$ cat src/rtl/ext_ws_pkg.sv
package ext_ws_pkg;
  typedef enum logic [1:0] {
    WS_NONE     = 2'b00,
    WS_CS_CHG   = 2'b01,
    WS_EARLY_RD = 2'b10,
    WS_RD_TO_WR = 2'b11
  } ws_cause_e;
endpackage

$ cat src/rtl/ws_cfg_sel.sv
module ws_cfg_sel #(
  parameter int NUM_CS = 4,
  parameter int TW     = 6,
  localparam int CSW   = (NUM_CS > 1) ? $clog2(NUM_CS) : 1
) (
  input  logic [CSW-1:0]       sel,
  input  logic [NUM_CS-1:0]    wr_mode_v,
  input  logic [NUM_CS*TW-1:0] we_hold_v,
  input  logic [NUM_CS*TW-1:0] rd_setup_v,
  input  logic [NUM_CS*TW-1:0] cs_wr_hold_v,
  input  logic [NUM_CS*TW-1:0] cs_rd_setup_v,
  output logic                 wr_mode,
  output logic [TW-1:0]        we_hold,
  output logic [TW-1:0]        rd_setup,
  output logic [TW-1:0]        cs_wr_hold,
  output logic [TW-1:0]        cs_rd_setup
);
  logic [TW-1:0] we_hold_a     [NUM_CS];
  logic [TW-1:0] rd_setup_a    [NUM_CS];
  logic [TW-1:0] cs_wr_hold_a  [NUM_CS];
  logic [TW-1:0] cs_rd_setup_a [NUM_CS];

  for (genvar g = 0; g < NUM_CS; g++) begin : g_unpack
    assign we_hold_a[g]     = we_hold_v[g*TW +: TW];
    assign rd_setup_a[g]    = rd_setup_v[g*TW +: TW];
    assign cs_wr_hold_a[g]  = cs_wr_hold_v[g*TW +: TW];
    assign cs_rd_setup_a[g] = cs_rd_setup_v[g*TW +: TW];
  end

  always_comb begin
    wr_mode     = 1'b0;
    we_hold     = '0;
    rd_setup    = '0;
    cs_wr_hold  = '0;
    cs_rd_setup = '0;
    for (int i = 0; i < NUM_CS; i++) begin
      if (sel == CSW'(i)) begin
        wr_mode     = wr_mode_v[i];
        we_hold     = we_hold_a[i];
        rd_setup    = rd_setup_a[i];
        cs_wr_hold  = cs_wr_hold_a[i];
        cs_rd_setup = cs_rd_setup_a[i];
      end
    end
  end
endmodule

$ cat src/rtl/ws_history.sv
module ws_history #(
  parameter int CSW = 2
) (
  input  logic           clk,
  input  logic           rst,
  input  logic           upd,
  input  logic [CSW-1:0] new_cs,
  input  logic           new_write,
  output logic           prev_valid,
  output logic [CSW-1:0] prev_cs,
  output logic           prev_write
);
  always_ff @(posedge clk) begin
    if (rst) begin
      prev_valid <= 1'b0;
      prev_cs    <= '0;
      prev_write <= 1'b0;
    end else if (upd) begin
      prev_valid <= 1'b1;
      prev_cs    <= new_cs;
      prev_write <= new_write;
    end
  end
endmodule

$ cat src/rtl/ws_decide.sv
module ws_decide
  import ext_ws_pkg::*;
#(
  parameter int CSW = 2,
  parameter int TW  = 6
) (
  input  logic           prev_valid,
  input  logic [CSW-1:0] prev_cs,
  input  logic           prev_write,
  input  logic [CSW-1:0] new_cs,
  input  logic           new_write,
  input  logic           wr_mode,
  input  logic [TW-1:0]  we_hold,
  input  logic [TW-1:0]  rd_setup,
  input  logic [TW-1:0]  cs_wr_hold,
  input  logic [TW-1:0]  cs_rd_setup,
  output ws_cause_e      cause
);
  logic strobe_gap0, cs_mode_gap0, we_mode_gap0, early_rd;

  always_comb begin
    strobe_gap0  = (we_hold == '0) && (rd_setup == '0);
    cs_mode_gap0 = !wr_mode && (cs_wr_hold == '0) && (cs_rd_setup == '0);
    we_mode_gap0 = wr_mode && (we_hold == '0);
    early_rd     = strobe_gap0 || cs_mode_gap0 || we_mode_gap0;

    cause = WS_NONE;
    if (prev_valid) begin
      if (prev_cs != new_cs)
        cause = WS_CS_CHG;
      else if (prev_write && !new_write && early_rd)
        cause = WS_EARLY_RD;
      else if (!prev_write && new_write)
        cause = WS_RD_TO_WR;
    end
  end
endmodule

$ cat src/rtl/ext_ws_inserter.sv
module ext_ws_inserter
  import ext_ws_pkg::*;
#(
  parameter int NUM_CS = 4,
  parameter int TW     = 6,
  localparam int CSW   = (NUM_CS > 1) ? $clog2(NUM_CS) : 1
) (
  input  logic                 clk,
  input  logic                 rst,
  input  logic                 req_valid,
  output logic                 req_ready,
  input  logic [CSW-1:0]       req_cs,
  input  logic                 req_write,
  input  logic [NUM_CS-1:0]    cfg_wr_mode,
  input  logic [NUM_CS*TW-1:0] cfg_we_hold,
  input  logic [NUM_CS*TW-1:0] cfg_rd_setup,
  input  logic [NUM_CS*TW-1:0] cfg_cs_wr_hold,
  input  logic [NUM_CS*TW-1:0] cfg_cs_rd_setup,
  output logic                 ws_insert,
  output logic [1:0]           ws_cause,
  output logic                 hold_outputs
);
  logic           sel_mode;
  logic [TW-1:0]  sel_we_hold, sel_rd_setup, sel_cs_wr_hold, sel_cs_rd_setup;
  logic           prev_valid, prev_write;
  logic [CSW-1:0] prev_cs;
  ws_cause_e      cause;
  logic           need_wait, accept;
  logic           ins_q, hold_q;
  ws_cause_e      cause_q;

  ws_cfg_sel #(.NUM_CS(NUM_CS), .TW(TW)) u_sel (
    .sel(req_cs), .wr_mode_v(cfg_wr_mode), .we_hold_v(cfg_we_hold),
    .rd_setup_v(cfg_rd_setup), .cs_wr_hold_v(cfg_cs_wr_hold),
    .cs_rd_setup_v(cfg_cs_rd_setup), .wr_mode(sel_mode),
    .we_hold(sel_we_hold), .rd_setup(sel_rd_setup),
    .cs_wr_hold(sel_cs_wr_hold), .cs_rd_setup(sel_cs_rd_setup)
  );

  ws_history #(.CSW(CSW)) u_hist (
    .clk(clk), .rst(rst), .upd(accept), .new_cs(req_cs),
    .new_write(req_write), .prev_valid(prev_valid), .prev_cs(prev_cs),
    .prev_write(prev_write)
  );

  ws_decide #(.CSW(CSW), .TW(TW)) u_dec (
    .prev_valid(prev_valid), .prev_cs(prev_cs), .prev_write(prev_write),
    .new_cs(req_cs), .new_write(req_write), .wr_mode(sel_mode),
    .we_hold(sel_we_hold), .rd_setup(sel_rd_setup),
    .cs_wr_hold(sel_cs_wr_hold), .cs_rd_setup(sel_cs_rd_setup),
    .cause(cause)
  );

  assign need_wait = (cause != WS_NONE);
  assign req_ready = !need_wait || ins_q;
  assign accept    = req_valid && req_ready;

  always_ff @(posedge clk) begin
    if (rst) begin
      ins_q   <= 1'b0;
      cause_q <= WS_NONE;
      hold_q  <= 1'b0;
    end else if (req_valid && need_wait && !ins_q) begin
      ins_q   <= 1'b1;
      cause_q <= cause;
      hold_q  <= (cause == WS_EARLY_RD);
    end else begin
      ins_q   <= 1'b0;
      cause_q <= WS_NONE;
      hold_q  <= 1'b0;
    end
  end

  assign ws_insert    = ins_q;
  assign ws_cause     = cause_q;
  assign hold_outputs = hold_q;
endmodule

$ cat config.mk
export PLATFORM = sky130hd
export DESIGN_NAME = ext_ws_inserter
export DESIGN_NICKNAME = d
export VERILOG_FILES = /design/src/rtl/ext_ws_pkg.sv /design/src/rtl/ws_cfg_sel.sv /design/src/rtl/ws_history.sv /design/src/rtl/ws_decide.sv /design/src/rtl/ext_ws_inserter.sv
export SDC_FILE = /design/constraint.sdc
export NUM_CORES = 1
export LEC_CHECK = 0
export BUFFER_PORTS_ARGS = -buffer_cell sky130_fd_sc_hd__clkbuf_2
export CORE_MARGIN = 2
export CORE_UTILIZATION = 28
export DETAILED_ROUTE_END_ITERATION = 7
export HOLD_SLACK_MARGIN = 0.1
export PLACE_DENSITY = 0.9
export RECOVER_POWER = 50
export SLEW_MARGIN = 40
export SYNTH_ARGS = -nofsm -noshare
export SYNTH_HDL_FRONTEND = slang
export SYNTH_SLANG_ARGS = --single-unit
$ cat constraint.sdc
create_clock -name clk -period 2.2 [get_ports clk]
set_input_delay 0.22 -clock clk [delete_from_list [all_inputs] [get_ports clk]]
set_output_delay 0.22 -clock clk [all_outputs]
set_load 0.02 [all_outputs]
==> out/results.txt, run 1 <==
area grow syn2layout - 89.5%
syn nets - 206
Hold EP - u_hist.prev_valid
Final WS setup - 0.0267 ns
worst slew pin tran - 0.533 ns
CP Capture Type - output port
Slew Limit Fails - 0
Clock Tree Buf Depth - 2
Num CTS Buffers - 3
Cell Area, Synth - 691 µm²
Required @ worst endpoint - 1.98 ns
largest cells by area after synthesis - dfxtp_1 (23%), nor4_1 (14%), nor2_1 (8.2%)
gpl congestion - 0.826
Syn Area/Cell - 6.91 µm²
CTS root buffer - clkbuf_4
EDFF count, synth - 0
design area - 0.00131 mm²
startpoint of the worst hold path - rst
pwr dens - 350 mW/mm²
crit path time final - 2.17 ns
worst r2r src - u_hist.prev_cs[1]
chip height - 53.7 µm
routed vias - 1208
Mapped Cells - 100
Hold Slack - 0.215 ns
Setup WS pre-CTS - 0.000679 ns
Detailed Route Iter0 Violations - 18
final layout net count - 322
Synth Area in Compound Gates - 23.0%
Reg-to-Reg End - u_hist.prev_cs[1]
IO Count - 111
layout cells sized above 1 - 53.3%
Ys Warns - 0
Leakage - 0.000683 µW
Total GRT Usage - 19.8%
Max H-tree Level - 1
startpoint types - primary input
post-synthesis mux area share - 1.45%
Async S/R FF share, synth - 0%
# diodes - 0
FMAX - 0.460 GHz
initial core utilization - 30.3%
Crit Path Category - in2out
DRT Pass-1 Iters - 4
Max Fanout on Critical Path - 2
peak supply drop - 0.204 mV
top post-synthesis cells by count - nor2_1 (15), nor4_1 (15), a21oi_1 (10)
CTS Sinks - 8
Synth Register Bits - 8
Filler cells - 234
vias in the first global route - 1121
post-synthesis adder-cell area fraction - 0%
post-route ant nets - 0
final setup violating endpoints - 0
setup TNS - 0 ns
Hold Path Depth - 2
DRC Markers - 0
Top FF cell, synth - dfxtp_1
unrepaired setup endpoints after global routing - yes
largest area contributor in the netlist - dfxtp_1
status - completed
vias per cell - 4.99
Simple-Gate Fraction of Synth Area - 45.7%
num rows - 17
post-synth cell types - 30
final worst-path cycle share - 98.8%
clk_lat worst skew - 0.26 ns
largest family of logic cells by synthesized area - simple AND/OR/NAND/NOR gates
reg2reg path depth - 5
routed wire length - 2900 µm
Post-Layout Cell Count - 242
antenna violations before repair - 0
die width - 53.7 µm
XOR/XNOR share of the synthesized area - 2.54%
max-cap violations - 0
post-synth top area share - 23.2%
clk_skew - 0.00346 ns
Worst R2R Setup Slack - 0.52 ns
WL per Instance - 12.0 µm
CP Data Arrival Time - 1.95 ns
sequential fraction of the synthesis area - 23.2%
Worst-path clk slew - 0.05 ns
dpl cells - 239
largest net degree at the start of global routing - 13
Core Region - 0.00228 mm²
gr ovfl total - 0
Slew headroom - 64.1%
global-route wire length before repair - 4260 µm
DP HPWL - 2580 µm
Hold Crit Class - in2reg
TritonCTS clock tree - built
DIE AREA - 0.00288 mm²
Port Buf Inserts - 110
Post-Place Cell Area - 0.00128 mm²
final hold vios - 0
## final cells by class
type	count	area, µm²	share of cell area (%)
timing repair buffer	114	578	44.2
multi-input combinational	87	505	38.6
sequential	8	160	12.2
tap	28	35.0	2.68
clock buffer	3	22.5	1.72
inverter	2	7.51	0.574
## cells by family after synthesis
kind of cell    after synthesis
flops                         8
xor+xnor                      2
compound gates               24
mux                           1
buf+inv                       5
simple gates                 60
## layer usage
| metal | wire length, µm | track usage (%) | vias up |
|---|---|---|---|
| met3 | 232 | 2.50 | 4 |
| met1 | 1090 | 20.0 | 525 |
| met4 | 36 | 3.85 | 0 |
| met2 | 1540 | 41.9 | 61 |
| li1 | - | - | 618 |
| met5 | 0 | 0 | - |
## worst max-delay path: stages
cell      delay [ns]
clkbuf_2        0.09
or4_4           0.52
o31a_1          0.28
o21bai_1        0.15
a31oi_1         0.11
or2_1           0.24
a21o_2          0.20
buf_6           0.12
## layout by cell type (no fill, tap or decap), types with 2 or more instances in the layout
master      n
nand4_1     3
nor3_1      7
o22ai_1     2
nand2b_1    3
clkbuf_2  105
a21oi_1    10
nor4_1     15
buf_4       3
o21ai_0     2
a311o_1     3
clkbuf_1    5
dfxtp_1     8
xor2_1      2
clkbuf_4    3
nand3_1     2
nor2b_1     2
nor2_1     15
nand2_1     7
inv_1       2
## metrics by stage
step / power (µW) / util (%)
CTS: 463 / 57.4
global route: 493 / 57.5
detailed placement: 342 / 56.5
floorplan: 226 / -
finish: 458 / 57.5
global placement: 337 / 56.5
## registers in the layout (all words and copies together) (netlist names)
signal	count
u_hist.prev_cs	2
ws_cause	2
u_hist.prev_write	1
u_hist.prev_valid	1
ws_insert	1
hold_outputs	1
## what timing repair did
| action | in CTS | in global routing |
|---|---|---|
| endpoints found under the setup margin | 0 | 1 |
| hold buffers | 0 | 0 |
| setup buffers | 0 | 0 |
| gates resized for setup | 0 | 4 |
## where the power goes
group          leakage (µW)  total, µW  switching, µW  internal [µW]
sequential        0.0000656        160           6.18            153
clock             0.0000138        117           53.9           62.7
combinational      0.000603        182           75.9            106
## how the worst max path moves through the flow
| stage | end | startpoint |
|---|---|---|
| after CTS | req_ready | cfg_rd_setup[12] |
| after detailed placement | u_hist.prev_cs[1] | cfg_rd_setup[12] |
| after floorplan | req_ready | cfg_rd_setup[12] |
| final | req_ready | cfg_rd_setup[15] |
| after global placement | req_ready | cfg_rd_setup[12] |
| after global routing | req_ready | cfg_rd_setup[15] |
Power figures use the tool's default switching activity.
==> run 2: changes to the inputs <==
--- a/config.mk
+++ b/config.mk
@@ -5,12 +5,14 @@
 export SDC_FILE = /design/constraint.sdc
 export NUM_CORES = 1
 export LEC_CHECK = 0
+export ABC_AREA = 1
 export BUFFER_PORTS_ARGS = -buffer_cell sky130_fd_sc_hd__clkbuf_2
 export CORE_MARGIN = 2
-export CORE_UTILIZATION = 28
+export CORE_UTILIZATION = 30
+export CTS_CLUSTER_SIZE = 25
 export DETAILED_ROUTE_END_ITERATION = 7
 export HOLD_SLACK_MARGIN = 0.1
-export PLACE_DENSITY = 0.9
+export PLACE_DENSITY = 0.87
 export RECOVER_POWER = 50
 export SLEW_MARGIN = 40
 export SYNTH_ARGS = -nofsm -noshare
==> run 2 against run 1 <==
  * Fmax grew 17%
  * Die area rose by 14%
  * Register-to-register slack better by 0.19 ns
  * Cell area up 9.9%
  * Non-clock buffer count down 4
  * Combinational power up 13%
  * Sequential power hardly changed
  * Setup slack gained 0.32 ns
==> out/results.txt, run 2 <==
Core Region - 0.00273 mm²
Worst path top cell family by delay - compound AO/OA/AOI/OAI gates
top post-synthesis cells by count - nor2_1 (55), nand2_1 (33), nand3_1 (19)
Detailed Route Iter0 Violations - 15
largest area contributor in the netlist - nor2_1
CP Data Arrival Time - 1.63 ns
Top FF cell, synth - dfxtp_1
Worst R2R Setup Slack - 0.71 ns
hold-fix buffers at CTS - 0
num rows - 19
crit path time final - 1.85 ns
FMAX - 0.540 GHz
crit path cell chain - xnor2_1, nand2_1, o21ai_0, nand2_4, nand2_4, clkbuf_2
setup TNS - 0 ns
DIE AREA - 0.00328 mm²
Max Fanout on Critical Path - 8
syn nets - 265
Worst-path clk slew - 0.05 ns
Leakage - 0.000876 µW
Synth Register Bits - 8
peak supply drop - 0.369 mV
Hold Crit Class - in2reg
Required @ worst endpoint - 1.98 ns
chip height - 57.3 µm
vias in the first global route - 1271
max-cap violations - 0
layout cells sized above 1 - 45.8%
clk_skew - 0.00398 ns
global-route wire length before repair - 4620 µm
CTS Sinks - 8
Clock Tree Buf Depth - 2
Power, Total - 482 µW
unrepaired setup endpoints after global routing - no
Max H-tree Level - 1
commonest non-fill, non-tap cell in the layout - clkbuf_2
worst slew pin tran - 0.488 ns
CP max stage delay - 0.41 ns
Total GRT Usage - 17.3%
EDFF count, synth - 0
most common cell in the netlist - nor2_1
sequential fraction of the synthesis area - 18.8%
routed wire length - 2650 µm
CP Capture Type - output port
DP HPWL - 2500 µm
Slew Limit Fails - 0
Hold Slack - 0.154 ns
final hold vios - 0
gpl congestion - 0.733
DRC Markers - 0
Ys Warns - 0
CP Buf/Inv Count - 1
most frequent cells in the layout - clkbuf_2 (106), nor2_1 (56), nand2_1 (33)
startpoint types - flop
Syn Area/Cell - 5.35 µm²
largest cells by area after synthesis - nor2_1 (24%), dfxtp_1 (19%), nand2_1 (15%)
Crit Path Category - reg2out
status - completed
Port Buf Inserts - 110
Async S/R FF share, synth - 0%
die width - 57.3 µm
initial core utilization - 31.1%
DRT Pass-1 Iters - 4
final layout net count - 379
largest net degree at the start of global routing - 9
WL per Instance - 8.79 µm
final setup violating endpoints - 0
routed vias - 1296
CTS-repair resized insts - 0
setup bufs post-CTS - 0
# diodes - 0
IO Count - 111
post-synth cell types - 19
CP max stage cell - o21ai_0
gr ovfl total - 0
Num CTS Buffers - 3
Cell Area, Synth - 851 µm²
most used cell, CP - nand2_4
TritonCTS clock tree - built
fin util - 52.6%
clk_lat worst skew - 0.26 ns
post-synth top area share - 24.3%
post-route ant nets - 0
Slew headroom - 67.1%
pwr dens - 335 mW/mm²
CTS root buffer - clkbuf_4
final worst-path cycle share - 84.2%
Mapped Cells - 159
area grow syn2layout - 69.1%
antenna violations before repair - 0
vias per cell - 4.29
[run 2: cell types whose count changed after synthesis, sizes merged, moves of 3 or more]
| cell | change |
|---|---|
| nor2 | +46 |
| nand2 | +33 |
| nand3 | +19 |
| nor4 | -15 |
| inv | +14 |
| nor3 | -6 |
| a21oi | -5 |
| a311o | -3 |
| buf | -3 |
| nand2b | -3 |
| nand4 | -3 |
[run 2: cells by family after synthesis]
group / synth area share, %
buffers and inverters: 7.50
AND/OR/NAND/NOR: 68.1
XOR/XNOR: 2.06
flip-flops: 18.8
AO/OA/AOI/OAI: 3.53
[run 2: layout make-up]
class                      instances  area, µm²
fill                             296       1290
clock buffer                       3       22.5
timing repair buffer             110        546
inverter                          16       60.1
sequential                         8        160
multi-input combinational        134        612
tap                               31       38.8
[run 2: worst register-to-register path, cell delays in order (launching register included)]
cell and delay (ns):
dfxtp_1 0.32, xnor2_1 0.17, nand2_1 0.09, o21ai_0 0.41, nand2_4 0.10, nand2_4 0.11
nand3_1 0.08, nand2_1 0.06, nor2_1 0.04
[run 2: routing by layer]
layer  part of all wire, %  GRT usage, %  vias up
met5                     0             0        -
met4                   1.2          5.32        0
met3                   9.2          3.17        5
met2                    50          33.8       58
met1                    39          18.5      517
li1                      -             -      716
[run 2: stage by stage]
| stage | instances | worst slack [ns] | instance area [µm²] |
|---|---|---|---|
| global route | 302 | 0.213 | 1440 |
| floorplan | 159 | 0.792 | 851 |
| finish | 302 | 0.347 | 1440 |
| global placement | 299 | 0.513 | 1440 |
| detailed placement | 299 | 0.459 | 1440 |
| CTS | 302 | 0.302 | 1460 |
[run 2: path summary, 6_finish.rpt]
path,startpoint,to,cells after the start
setup reg to reg,u_hist.prev_cs[1],u_hist.prev_cs[1],8
hold / removal,rst,u_hist.prev_valid,2
setup / recovery,u_hist.prev_cs[1],req_ready,6
hold reg to reg,u_hist.prev_valid,u_hist.prev_valid,2
[run 2: where the power goes]
| group | internal (µW) | switching [µW] | total (µW) |
|---|---|---|---|
| sequential | 154 | 5.20 | 159 |
| clock | 62.8 | 55.0 | 118 |
| combinational | 110 | 95.3 | 206 |
